==> src/rtl/pic_cascade_pkg.sv <==
package pic_cascade_pkg;
  localparam int unsigned UNIT_LINES = 8;
  localparam int unsigned IDX_W      = $clog2(UNIT_LINES);
  localparam int unsigned ALL_LINES  = 2 * UNIT_LINES;
  localparam int unsigned GLINE_W    = IDX_W + 1;
  typedef logic [UNIT_LINES-1:0] lines_t;
  typedef logic [IDX_W-1:0]      idx_t;
endpackage

==> src/rtl/pic_prio.sv <==
module pic_prio #(
  parameter int unsigned N = 8,
  localparam int unsigned W = $clog2(N)
) (
  input  logic [N-1:0] bits_i,
  output logic         any_o,
  output logic [W-1:0] idx_o
);
  always_comb begin
    any_o = |bits_i;
    idx_o = '0;
    for (int i = N - 1; i >= 0; i--) begin
      if (bits_i[i]) idx_o = W'(i);
    end
  end
endmodule

==> src/rtl/pic_unit.sv <==
module pic_unit
  import pic_cascade_pkg::*;
#(
  parameter lines_t TRIG_MASK  = 8'hF8,
  parameter lines_t PULSE_MASK = 8'h00
) (
  input  logic   clk_i,
  input  logic   rst_ni,
  input  lines_t req_i,
  input  lines_t trig_i,
  input  lines_t mask_i,
  input  logic   auto_eoi_i,
  input  logic   ack_i,
  output logic   del_o,
  output idx_t   win_o
);
  lines_t irr_q, isr_q, last_q, irr_n, isr_n, clr, lvl;
  logic   p_any, s_any;
  idx_t   p_idx, s_idx;

  pic_prio #(.N(UNIT_LINES)) i_pend (.bits_i(irr_q & ~mask_i), .any_o(p_any), .idx_o(p_idx));
  pic_prio #(.N(UNIT_LINES)) i_serv (.bits_i(isr_q),           .any_o(s_any), .idx_o(s_idx));

  assign del_o = p_any && (!s_any || (p_idx < s_idx));
  assign win_o = p_idx;

  always_comb begin
    clr   = (ack_i && del_o) ? (lines_t'(1) << p_idx) : '0;
    lvl   = trig_i & TRIG_MASK & ~PULSE_MASK;
    // level lines track the pin; edge lines latch until acknowledged
    irr_n = (lvl & req_i)
          | (~lvl & ((irr_q & ~clr) | (req_i & ~last_q) | (req_i & PULSE_MASK)));
    isr_n = isr_q | (auto_eoi_i ? '0 : clr);
  end

  always_ff @(posedge clk_i or negedge rst_ni) begin
    if (!rst_ni) begin
      irr_q  <= '0;
      isr_q  <= '0;
      last_q <= '0;
    end else begin
      irr_q  <= irr_n;
      isr_q  <= isr_n;
      last_q <= req_i;
    end
  end
endmodule

==> src/rtl/pic_cascade.sv <==
module pic_cascade
  import pic_cascade_pkg::*;
#(
  parameter int unsigned CASCADE_LINE     = 2,
  parameter int unsigned SPUR_LINE        = 7,
  parameter lines_t      PRI_TRIG_MASK    = 8'hF8,
  parameter lines_t      SEC_TRIG_MASK    = 8'hDE
) (
  input  logic                 clk_i,
  input  logic                 rst_ni,
  input  logic [ALL_LINES-1:0] req_i,
  input  logic [ALL_LINES-1:0] trig_i,
  input  logic [ALL_LINES-1:0] mask_i,
  input  logic                 auto_eoi_i,
  input  logic [7:0]           mbase_i,
  input  logic [7:0]           sbase_i,
  input  logic                 ack_i,
  output logic                 irq_o,
  output logic [7:0]           vec_o,
  output logic [GLINE_W-1:0]   line_o
);
  localparam idx_t   CAS_IDX  = idx_t'(CASCADE_LINE);
  localparam idx_t   SPUR_IDX = idx_t'(SPUR_LINE);
  localparam lines_t CAS_BIT  = lines_t'(1) << CASCADE_LINE;

  logic   m_del, s_del, m_cas_win, ack_s, fwd;
  idx_t   m_win, s_win;
  lines_t m_req;
  logic [7:0]         vec_n;
  logic [GLINE_W-1:0] line_n;

  assign m_cas_win = m_del && (m_win == CAS_IDX);
  assign ack_s     = ack_i && m_cas_win;
  // hold off forwarding while the cascade itself is being acknowledged
  assign fwd       = s_del && !ack_s;

  always_comb begin
    m_req = req_i[UNIT_LINES-1:0];
    m_req[CASCADE_LINE] = fwd;
  end

  pic_unit #(.TRIG_MASK(PRI_TRIG_MASK), .PULSE_MASK(CAS_BIT)) i_pri (
    .clk_i, .rst_ni,
    .req_i(m_req), .trig_i(trig_i[UNIT_LINES-1:0]), .mask_i(mask_i[UNIT_LINES-1:0]),
    .auto_eoi_i, .ack_i, .del_o(m_del), .win_o(m_win)
  );

  pic_unit #(.TRIG_MASK(SEC_TRIG_MASK), .PULSE_MASK('0)) i_sec (
    .clk_i, .rst_ni,
    .req_i(req_i[ALL_LINES-1:UNIT_LINES]), .trig_i(trig_i[ALL_LINES-1:UNIT_LINES]),
    .mask_i(mask_i[ALL_LINES-1:UNIT_LINES]),
    .auto_eoi_i, .ack_i(ack_s), .del_o(s_del), .win_o(s_win)
  );

  assign irq_o = m_del;

  always_comb begin
    if (!m_del) begin
      vec_n  = {mbase_i[7:IDX_W], SPUR_IDX};
      line_n = {1'b0, SPUR_IDX};
    end else if (!m_cas_win) begin
      vec_n  = {mbase_i[7:IDX_W], m_win};
      line_n = {1'b0, m_win};
    end else if (s_del) begin
      vec_n  = {sbase_i[7:IDX_W], s_win};
      line_n = {1'b1, s_win};
    end else begin
      vec_n  = {sbase_i[7:IDX_W], SPUR_IDX};
      line_n = {1'b1, SPUR_IDX};
    end
  end

  always_ff @(posedge clk_i or negedge rst_ni) begin
    if (!rst_ni) begin
      vec_o  <= '0;
      line_o <= '0;
    end else if (ack_i) begin
      vec_o  <= vec_n;
      line_o <= line_n;
    end
  end
endmodule

==> config.mk <==
export PLATFORM = sky130hd
export DESIGN_NAME = pic_cascade
export DESIGN_NICKNAME = d
export VERILOG_FILES = /design/src/rtl/pic_cascade_pkg.sv /design/src/rtl/pic_prio.sv /design/src/rtl/pic_unit.sv /design/src/rtl/pic_cascade.sv
export SDC_FILE = /design/constraint.sdc
export NUM_CORES = 1
export LEC_CHECK = 0
export ABC_AREA = 1
export CORE_MARGIN = 1
export CORE_UTILIZATION = 45
export CTS_CLUSTER_DIAMETER = 60
export DETAILED_ROUTE_END_ITERATION = 10
export PLACE_DENSITY = 0.73
export REMOVE_ABC_BUFFERS = 1
export SLEW_MARGIN = 15
export SYNTH_ARGS = -nofsm -noshare
export SYNTH_HDL_FRONTEND = slang
export SYNTH_SLANG_ARGS = --single-unit
==> constraint.sdc <==
create_clock -name clk_i -period 4.2 [get_ports clk_i]
set_clock_uncertainty 0.05 [all_clocks]
set_input_delay 0.63 -clock clk_i [delete_from_list [all_inputs] [get_ports clk_i]]
set_output_delay 0.63 -clock clk_i [all_outputs]
set_load 0.005 [all_outputs]
==> flow_summary_export.csv <==
group,metric,value,unit
worst_setup_path,path_class,"primary input to output pin",
sta,fin_crit,3.84,ns
placed_design,post_dp_cell_area,3630,sq um
floorplan,chipWidth,82.1,um
cells_and_area,stdcell_count,520,
grt,grt_pass1_wl,10400,um
cts,hold_buffers,0,
placed_design,routabilityCongestion,0.848,
power_and_ir_drop,p_sw,0.328,mW
logic_synthesis,synth_edf_count,0,
worst_setup_path,regToRegStartpoint,"i_pri.irr_q[0]",
cells_and_area,syn_to_final_growth,29.3,%
cts,clock_sinks,56,
logic_synthesis,synth_top_area_frac,0.486,
worst_setup_path,crit_fanout,4,
placed_design,io_buffers,68,
logic_synthesis,synth-async-reset-ratio,1.00,
grt,grtUsageTotal,0.206,
cts,cts_setup_buffers,0,
grt,grt_max_degree,40,
logic_synthesis,netlist_top_cells_area,"dfrtp_1 49%, nand2_1 15%, inv_1 8.2%, nor2_1 4.3%, nand3_1 3.3%",
logic_synthesis,synth-main-ff-cell,"dfrtp_1",
drt,drtIter0Drc,162,
drt,wire_per_inst,11.7,um
drt,drtPass1Iterations,4,
power_and_ir_drop,p_clk_frac,0.280,
logic_synthesis,synth_seq_area_share,0.486,
cts,cts-root-buf,"clkbuf_8",
logic_synthesis,syn_area,2880,sq um
grt,antenna_found_initial,0,
sta,post-route-period-util,0.914,
floorplan,die_y,82.1,um
logic_synthesis,yosysTopAreaCell,"dfrtp_1",
placed_design,place_ws,0.369,ns
floorplan,rows,28,
drt,postRouteWirelength,6080,um
logic_synthesis,yosysMostFrequentCell,"nand2_1",
cts,clk_latency,0.31,ns
power_and_ir_drop,p_int,0.879,mW
placed_design,dp.cells,514,
power_and_ir_drop,comb_power_share,0.230,
run_status,outcome,"complete, no violations",
logic_synthesis,avgSynthCellArea,7.69,sq um
sta,fin_ws,0.362,ns
cells_and_area,nets,518,
logic_synthesis,synth.distinct_cells,29,
cts,path_clk_slew,0.09,ns
cts,clockBufferDepth,2,
worst_setup_path,worst_ep_required_time,3.52,ns
power_and_ir_drop,swShare,0.272,
cells_and_area,final_area,3730,sq um
floorplan,initial_core_util,0.476,
cts,cts_max_level,2,
power_and_ir_drop,power,1.21,mW
cells_and_area,antenna_cells,0,
logic_synthesis,synth_commonest_cells,"114 x nand2_1, 63 x inv_1, 56 x dfrtp_1, 33 x nor2_1, 19 x nand3_1",
drt,drt_drc_violations_left,0,
power_and_ir_drop,power.leakage,1.81,nW
cells_and_area,fill_cells,578,
grt,overflow,0,
logic_synthesis,ys_ff_latch,56,
worst_setup_path,cp-startpoint,"mask_i[0]",
power_and_ir_drop,p_seq_frac,0.490,
cts,cts-buffers-inserted,5,
drt,vias,2528,
drt,avgViaCountPerCell,4.86,
power_and_ir_drop,vdd_drop_max,0.000159,V
sta,tns,0,ns
sta,tightest_slew,0.490,ns
floorplan,ios,81,
sta,rsz0062_at_grt,"no",
power_and_ir_drop,power_density,323,nW/um^2
cts,cts_tree,"built",
sta,max_slew_margin,0.674,
flow_run,maxCapViolCount,0,
grt,grt_pass1_vias,2344,
floorplan,core,6060,sq um
worst_hold_path,hold_path_class,"primary input to async pin",
cells_and_area,drive_gt1_frac,0.0764,
worst_setup_path,worstSetupEndpointType,"output pin",
cts,cts_resized,0,
logic_synthesis,ys_warn_count,0,
worst_setup_path,arrival,3.16,ns
worst_setup_path,cp-start-kind,"primary input",
sta,hold_viol,0,
logic_synthesis,synthCells,375,
sta,clock.fmax,261,MHz
drt,antenna_left,0,
placed_design,hpwl,4780,um
sta,drv_slew,0,
floorplan,die-area,6730,sq um
sta,setup_viol,0,
==> critical path: stages <==
cell and delay (ns):
clkdlybuf4s50_1 0.47, nor2_1 0.05, inv_1 0.07, nand2_1 0.15, nor2_1 0.25, inv_2 0.06, nor2_2 0.17, ha_1 0.27
a21oi_1 0.16, nand2_2 0.12, nand2_4 0.10, nand2_2 0.10, inv_1 0.06, clkdlybuf4s50_1 0.50
==> flip-flops by register name (all words and copies together), names as in the netlist <==
signal	flops
i_sec.irr_q	8
i_sec.isr_q	8
i_pri.isr_q	8
i_pri.irr_q	8
i_sec.last_q	8
line_o	1
i_pri.last_q	7
vec_o	8
==> per-stage QoR <==
stage	utilization	hold slack, ns
2_1_floorplan	-	0.284
3_3_place_gp	0.599	0.344
3_5_place_dp	0.599	0.358
4_1_cts	0.615	0.189
5_1_grt	0.615	0.193
6_report	0.615	0.177
==> area by class of cell <==
class | instances | area (sq um) | share of cell area
Sequential cell | 56 | 1400 | 0.376
Inverter | 66 | 248 | 0.0664
Timing Repair Buffer | 69 | 683 | 0.183
Clock buffer | 5 | 68.8 | 0.0185
Tap cell | 75 | 93.8 | 0.0252
Multi-Input combinational cell | 248 | 1200 | 0.323
Clock inverter | 1 | 30.0 | 0.00805
==> cell families after synthesis <==
logic type | Yosys count | synth area share
AO/OA/AOI/OAI | 45 | 0.0902
adder cells (fa/ha/maj) | 4 | 0.0174
buffers and inverters | 71 | 0.0963
flip-flops | 56 | 0.486
AND/OR/NAND/NOR | 199 | 0.310
==> worst paths after layout <==
check,slack (ns),end,cells past startpoint
max,0.36,irq_o,14
min,0.18,i_sec.last_q[4],1
max reg2reg,1.66,i_sec.irr_q[6],16
min reg2reg,0.37,i_pri.irr_q[0],1
max in group asynchronous,3.10,i_pri.isr_q[4],2
min in group clk_i,0.37,i_pri.irr_q[0],1
==> power groups by stage <==
stage | Clock [mW] | Combinational, mW | Sequential [mW]
after detailed placement | 0 | 0.279 | 0.601
after global placement | 0 | 0.272 | 0.600
after floorplan | 0 | 0.143 | 0.601
after CTS | 0.346 | 0.280 | 0.591
after global routing | 0.369 | 0.314 | 0.596
final | 0.338 | 0.277 | 0.591
==> metal layers <==
metal	GRT usage	wire (um)	up-vias
li1	-	-	1300
met1	0.277	2890	1149
met2	0.339	2790	73
met3	0.0367	332	6
met4	0.0596	62	0
met5	0	0	-
==> placed cells by master (no fill, tap or decap), drive strengths merged, types with 2 or more instances in the layout <==
master	netlist	routed
a21oi	9	9
buf	3	2
clkbuf	2	5
clkdlybuf4s50	0	67
dfrtp	56	56
ha	4	4
inv	65	65
nand2	123	123
nand3	20	20
nor2	40	40
nor3	7	7
nor4	2	2
o21ai	31	31
o311ai	2	2
or2	6	6
No activity file was read; power rests on OpenSTA's default activity.
